## src/rtl/fuse_pkg.sv

```systemverilog
package fuse_pkg;

    localparam logic [2:0] OPC_POLY  = 3'd1;
    localparam logic [2:0] OPC_MAC   = 3'd2;
    localparam logic [2:0] OPC_QUOT  = 3'd3;
    localparam logic [2:0] OPC_SUM2  = 3'd4;
    localparam logic [2:0] OPC_DIFF2 = 3'd5;

    typedef enum logic [1:0] {
        ST_IDLE   = 2'd0,
        ST_GATHER = 2'd1,
        ST_DIVIDE = 2'd2
    } fuse_state_t;

endpackage

```

## src/rtl/fuse_expr.sv

```systemverilog
module fuse_expr #(
    parameter int W  = 16,
    parameter int NW = 2 * W + 1
) (
    input  logic [2:0]    op_i,
    input  logic [W-1:0]  s1_i,
    input  logic [W-1:0]  s2_i,
    input  logic [W-1:0]  s3_i,
    input  logic [W-1:0]  s4_i,
    input  logic [W-1:0]  s5_i,
    output logic [W-1:0]  res_o,
    output logic [NW-1:0] num_o
);
    import fuse_pkg::*;

    localparam int W2 = 2 * W;

    logic signed [W2-1:0] e1, e2, e3, e4, e5;
    logic signed [W2-1:0] inner, wide;
    logic signed [NW-1:0] n1, n2, n3, n4, num;

    always_comb begin
        e1 = W2'($signed(s1_i));
        e2 = W2'($signed(s2_i));
        e3 = W2'($signed(s3_i));
        e4 = W2'($signed(s4_i));
        e5 = W2'($signed(s5_i));
        n1 = NW'($signed(s1_i));
        n2 = NW'($signed(s2_i));
        n3 = NW'($signed(s3_i));
        n4 = NW'($signed(s4_i));
        inner = e3 + e4 + e5 * e2;
        num   = n3 * n4 - n1 * n2;
        case (op_i)
            OPC_POLY:  wide = e1 + e2 * inner;
            OPC_MAC:   wide = e1 + e2 * e3;
            OPC_SUM2:  wide = e1 + e2 * e3 + e4 * e5;
            OPC_DIFF2: wide = e1 - e2 * e3 - e4 * e5;
            default:   wide = '0;
        endcase
        res_o = wide[W-1:0];
        num_o = num;
    end

endmodule

```

## src/rtl/fuse_divider.sv

```systemverilog
module fuse_divider #(
    parameter int NW = 33,
    parameter int DW = 16
) (
    input  logic          clk,
    input  logic          rst_n,
    input  logic          start_i,
    input  logic [NW-1:0] num_i,
    input  logic [DW-1:0] den_i,
    output logic [NW-1:0] quo_o,
    output logic          active_o,
    output logic          done_o
);
    localparam int CW = $clog2(NW);

    typedef struct packed {
        logic [DW-1:0] rem;
        logic [NW-1:0] quo;
        logic [DW-1:0] den;
        logic [CW-1:0] cnt;
        logic          act;
        logic          done;
    } div_t;

    div_t q, d;
    logic [DW:0]   shifted;
    logic [DW+1:0] trial;

    always_comb begin
        d       = q;
        d.done  = 1'b0;
        shifted = {q.rem, q.quo[NW-1]};
        trial   = {1'b0, shifted} - {2'b00, q.den};
        if (start_i) begin
            d.rem = '0;
            d.quo = num_i;
            d.den = den_i;
            d.cnt = '0;
            d.act = 1'b1;
        end else if (q.act) begin
            if (!trial[DW+1]) begin
                d.rem = trial[DW-1:0];
                d.quo = {q.quo[NW-2:0], 1'b1};
            end else begin
                d.rem = shifted[DW-1:0];
                d.quo = {q.quo[NW-2:0], 1'b0};
            end
            d.cnt = q.cnt + 1'b1;
            if (q.cnt == CW'(NW - 1)) begin
                d.act  = 1'b0;
                d.done = 1'b1;
            end
        end
    end

    always_ff @(posedge clk or negedge rst_n) begin
        if (!rst_n) q <= '0;
        else        q <= d;
    end

    assign quo_o    = q.quo;
    assign active_o = q.act;
    assign done_o   = q.done;

    // a second issue never restarts a divide in flight
    assert_no_restart_R10: assert property (@(posedge clk) disable iff (!rst_n)
        start_i |-> !q.act);

    // completion follows a running divide
    assert_done_after_run_R7: assert property (@(posedge clk) disable iff (!rst_n)
        q.done |-> $past(q.act));

endmodule

```

## src/rtl/fused_op_unit.sv

```systemverilog
module fused_op_unit #(
    parameter int W = 16
) (
    input  logic         clk,
    input  logic         rst_n,
    input  logic         issue_i,
    input  logic [2:0]   opcode_i,
    input  logic [W-1:0] lane_a_i,
    input  logic [W-1:0] lane_b_i,
    input  logic [W-1:0] lane_c_i,
    output logic [W-1:0] result_o,
    output logic         result_valid_o,
    output logic         busy_o,
    output logic         div_zero_o
);
    import fuse_pkg::*;

    localparam int NW = 2 * W + 1;

    typedef struct packed {
        fuse_state_t  st;
        logic [2:0]   op;
        logic [W-1:0] s1;
        logic [W-1:0] s2;
        logic [W-1:0] s3;
        logic [W-1:0] res;
        logic         vld;
        logic         dz;
        logic         neg;
        logic         zden;
    } ctl_t;

    ctl_t q, d;

    logic [2:0]    x_op;
    logic [W-1:0]  x_s1, x_s2, x_s3, x_s4, x_s5;
    logic [W-1:0]  x_res;
    logic [NW-1:0] x_num;
    logic          div_start;
    logic [NW-1:0] div_num_mag;
    logic [W-1:0]  div_den_mag;
    logic [NW-1:0] div_quo;
    logic [NW-1:0] quo_signed;
    logic          div_active;
    logic          div_done;
    logic          op_known;
    logic          op_five;

    fuse_expr #(.W(W), .NW(NW)) u_expr (
        .op_i (x_op),
        .s1_i (x_s1),
        .s2_i (x_s2),
        .s3_i (x_s3),
        .s4_i (x_s4),
        .s5_i (x_s5),
        .res_o(x_res),
        .num_o(x_num)
    );

    fuse_divider #(.NW(NW), .DW(W)) u_div (
        .clk     (clk),
        .rst_n   (rst_n),
        .start_i (div_start),
        .num_i   (div_num_mag),
        .den_i   (div_den_mag),
        .quo_o   (div_quo),
        .active_o(div_active),
        .done_o  (div_done)
    );

    always_comb begin
        op_known = (opcode_i >= OPC_POLY) && (opcode_i <= OPC_DIFF2);
        op_five  = op_known && (opcode_i != OPC_MAC);

        // operand routing into the shared expression datapath
        if (q.st == ST_IDLE) begin
            x_op = opcode_i;
            x_s1 = lane_a_i;
            x_s2 = lane_b_i;
            x_s3 = lane_c_i;
            x_s4 = '0;
            x_s5 = '0;
        end else begin
            x_op = q.op;
            x_s1 = q.s1;
            x_s2 = q.s2;
            x_s3 = q.s3;
            x_s4 = lane_a_i;
            x_s5 = lane_b_i;
        end

        div_num_mag = x_num[NW-1] ? (~x_num + 1'b1) : x_num;
        div_den_mag = lane_b_i[W-1] ? (~lane_b_i + 1'b1) : lane_b_i;
        quo_signed  = q.neg ? (~div_quo + 1'b1) : div_quo;

        d         = q;
        d.vld     = 1'b0;
        d.dz      = 1'b0;
        div_start = 1'b0;

        case (q.st)
            ST_IDLE: begin
                if (issue_i && op_known) begin
                    d.op = opcode_i;
                    d.s1 = lane_a_i;
                    d.s2 = lane_b_i;
                    d.s3 = lane_c_i;
                    if (op_five) begin
                        d.st = ST_GATHER;
                    end else begin
                        d.res = x_res;
                        d.vld = 1'b1;
                    end
                end
            end
            ST_GATHER: begin
                if (q.op == OPC_QUOT) begin
                    div_start = 1'b1;
                    d.neg     = x_num[NW-1] ^ lane_b_i[W-1];
                    d.zden    = (lane_b_i == '0);
                    d.st      = ST_DIVIDE;
                end else begin
                    d.res = x_res;
                    d.vld = 1'b1;
                    d.st  = ST_IDLE;
                end
            end
            ST_DIVIDE: begin
                if (div_done) begin
                    d.res = q.zden ? '1 : quo_signed[W-1:0];
                    d.dz  = q.zden;
                    d.vld = 1'b1;
                    d.st  = ST_IDLE;
                end
            end
            default: d.st = ST_IDLE;
        endcase
    end

    always_ff @(posedge clk or negedge rst_n) begin
        if (!rst_n) q <= '0;
        else        q <= d;
    end

    assign result_o       = q.res;
    assign result_valid_o = q.vld;
    assign busy_o         = (q.st != ST_IDLE);
    assign div_zero_o     = q.dz;

    // single multiply-add answers in the next cycle
    assert_mac_next_cycle_R2: assert property (@(posedge clk) disable iff (!rst_n)
        (issue_i && !busy_o && opcode_i == OPC_MAC) |=> result_valid_o);

    // five-source issue occupies the unit for its second operand cycle
    assert_five_src_gather_R6: assert property (@(posedge clk) disable iff (!rst_n)
        (issue_i && !busy_o && opcode_i >= OPC_POLY && opcode_i <= OPC_DIFF2
         && opcode_i != OPC_MAC) |=> (busy_o && !result_valid_o));

    // a result is only presented once the unit is free again
    assert_valid_not_busy_R7: assert property (@(posedge clk) disable iff (!rst_n)
        result_valid_o |-> !busy_o);

    // zero-divisor flag accompanies an all-ones result
    assert_dz_all_ones_R8: assert property (@(posedge clk) disable iff (!rst_n)
        div_zero_o |-> (result_valid_o && (&result_o)));

    // the divider only runs while the unit reports busy
    assert_busy_covers_div_R10: assert property (@(posedge clk) disable iff (!rst_n)
        div_active |-> busy_o);

endmodule

```

## config.mk

```make
export PLATFORM = sky130hd
export DESIGN_NAME = fused_op_unit
export DESIGN_NICKNAME = d
export VERILOG_FILES = /design/src/rtl/fuse_pkg.sv /design/src/rtl/fuse_expr.sv /design/src/rtl/fuse_divider.sv /design/src/rtl/fused_op_unit.sv
export SDC_FILE = /design/constraint.sdc
export NUM_CORES = 2
export LEC_CHECK = 0
export BUFFER_PORTS_ARGS = -buffer_cell sky130_fd_sc_hd__buf_2
export CAP_MARGIN = 10
export CORE_ASPECT_RATIO = 0.7
export CORE_MARGIN = 8
export CORE_UTILIZATION = 63
export DETAILED_ROUTE_END_ITERATION = 10
export GPL_TIMING_DRIVEN = 0
export PLACE_DENSITY = 0.8
export SYNTH_ARGS = -nofsm -noshare
export SYNTH_HDL_FRONTEND = slang
export SYNTH_SLANG_ARGS = --single-unit
```

## constraint.sdc

```tcl
create_clock -name clk -period 26.9 [get_ports clk]
set_input_delay 6.725 -clock clk [delete_from_list [all_inputs] [get_ports clk]]
set_output_delay 6.725 -clock clk [all_outputs]
set_load 0.02 [all_outputs]
```

==> run summary <==
Full die area = 0.0898 mm²
Row count = 87
CP Data Required Time = 27.22 ns
Post-DP HPWL = 148000 µm
PostCTS Resize Cnt = 0
# clock sinks = 146
Antenna violations before repair = 15
Total gr overflow = 0
Clk buf depth = 2
Number of port buffers = 66
Reg-to-Reg End = result_o[15]
Net Count, Synth = 7393
Ys async rst share = 100%
DRT antenna net count = 0
Most frequent CP cell = fa_1
Critical-path top delay cell = xnor2_1
Largest net degree at the start of global routing = 82
PnR worst setup slack = 5.75 ns
Syn avg cell area = 8.55 µm²
Min-Delay Path Class = reg -> reg
Worst setup startpoint = lane_a_i[0]
Arrival time worst endpoint = 21.48 ns
Critical path capture point type = register
Post-synth EDFFs = 0
FF-to-FF Start = q[72]
Synth area leader = fa_1
First-pass GRT wire length = 263000 µm
DRT Pass-1 Iters = 9
Top cell type's share of synthesized area = 35.2%
Drc violations = 0
Setup Skew = 0.0121 ns
Hold path endpoint = u_div.q[23]
Iter 0 DRT Violations = 5423
Warnings from Yosys = 0
Top FF cell, synth = dfrtp_1
Die Wd = 355 µm
I/O pin cnt = 73
Hold path cells = 2
Placeable Area = 0.0800 mm²
Slowest stage delay, CP = 0.75 ns
Drt wl/cell = 24.8 µm
Minimum setup slack among reg-to-reg paths = 8.64 ns
Starting density of the core = 63.3%
H-tree levels = 4
Hold Violations, Final = 0
Total CTS buffers = 17
Via density per instance = 6.07
Crit path time final = 21.15 ns
RSZ-0062 raised after global routing = no
Fin Setup TNS = 0 ns
Fmax = 0.0473 GHz
Chip height = 253 µm
Worst-Margin Slew = 1.36 ns
Fin crit share = 78.6%
R2R depth = 58
Top cells by area, synth = fa_1 35%, ha_1 13%, inv_1 9.2%
Run status = complete, no violations
Synth Cell Area = 0.0506 mm²
Root buffer cell = clkbuf_16
Vias in the first global route = 42600
Cells after Synth = 5919
GRT Util Overall = 39.1%
DP Worst Slack = 5.87 ns
Post-CTS Setup Inserts = 0
Clock transition at the registers of the reported paths = 0.08 ns
Vias post-DR = 43100
Post-CTS Hold Fix Bufs = 0
Routability cong. = 1.07
Final Setup Violations = 0
Crit Path Class = in -> reg
Setup crit start kind = input port
CTS tree = done
Crit-path max FO = 10
Share of layout cells above drive strength 1 = 4.02%
Netlist cell types = 87
Synth top cells by count = 1247 x inv_1, 890 x fa_1, 673 x nand2_1
Later-pin clock latency in the skew report = 0.47 ns
Routed wire length = 176000 µm
Part of the Yosys area used for sequential elements = 7.22%
Max Cap Viol = 0
Top-count cell post-synth = inv_1
Layout area overhead = 4.83%
Rel. slew slack = 6.54%
Final net count = 7486
Fin. max-slew vios = 0
FF+latch count, synth = 146
Worst Hold Launch = u_div.q[23]
[how the worst max path moves through the flow]
stage,end,depth (start not counted)
after floorplan,result_o[15],51
after global placement,result_o[15],52
after detailed placement,result_o[15],52
after CTS,result_o[15],52
after global routing,result_o[15],52
final,result_o[15],52
[registers in the layout, summed over array words and instances, names as in the netlist]
register        flops
result_valid_o      1
q                  55
u_div.done_o        1
u_div.q            38
result_o           16
div_zero_o          1
u_div.active_o      1
u_div.quo_o        33
[cell usage in the layout, fill, tap and decap left out, types with 52 or more instances in the layout]
master    instances
a21o_1           63
a21oi_1         184
and2_1           99
and3_1          241
buf_2            75
clkbuf_1        231
dfrtp_1         146
fa_1            890
ha_1            530
inv_1          1247
mux2_2           52
mux2i_1          70
nand2_1         673
nor2_1          379
o21ai_0         158
xnor2_1         263
xor2_1          109
[stage by stage]
step / instances / instance area, µm² / util [%] / hold slack (ns)
4_1_cts: 7088 / 53000 / 66.3 / 0.490
5_1_grt: 7094 / 53000 / 66.3 / 0.517
6_report: 7097 / 53100 / 66.3 / 0.485
3_5_place_dp: 7056 / 52300 / 65.4 / 0.470
2_1_floorplan: 5919 / 50600 / - / 0.436
3_3_place_gp: 7053 / 52300 / 65.3 / 0.464
[cell type report]
cell class | count | area (µm²)
Timing Repair Buffer | 74 | 424
Tap cell | 1068 | 1340
Inverter | 1257 | 4720
Clock buffer | 17 | 425
Multi-Input combinational cell | 4242 | 41100
Clock inverter | 15 | 239
Fill cell | 6789 | 27000
Buffer | 274 | 1100
Sequential cell | 146 | 3650
Antenna cell | 4 | 10.0
[layer usage]
layer	track usage (%)	up-vias	part of all wire, %
li1	-	18600	-
met1	54.0	21000	40
met2	52.8	2980	38
met3	18.4	535	17
met4	14.6	16	4.7
met5	1.57	-	0.15
[cell families after synthesis]
logic type	count (synthesis)	share of synthesized area (%)
AOI/OAI and AO/OA	673	8.55
xor gates and xnor gates	377	6.66
adders and majority gates	1420	48.3
buffers and inverters	1531	11.5
DFF	146	7.22
muxes	124	2.61
and+or+nand+nor	1648	15.2
[worst max-delay path: cells and delay by family]
family                     cells  cell delay [ns]
adders and majority gates     14             6.63
and+or+nand+nor                7             0.90
buffers and inverters          8             1.69
xor gates and xnor gates      12             3.17
AOI/OAI and AO/OA             11             2.32
Power is not shown: default switching activity piles up to over one toggle a cycle in this logic, so the estimate is an artifact.
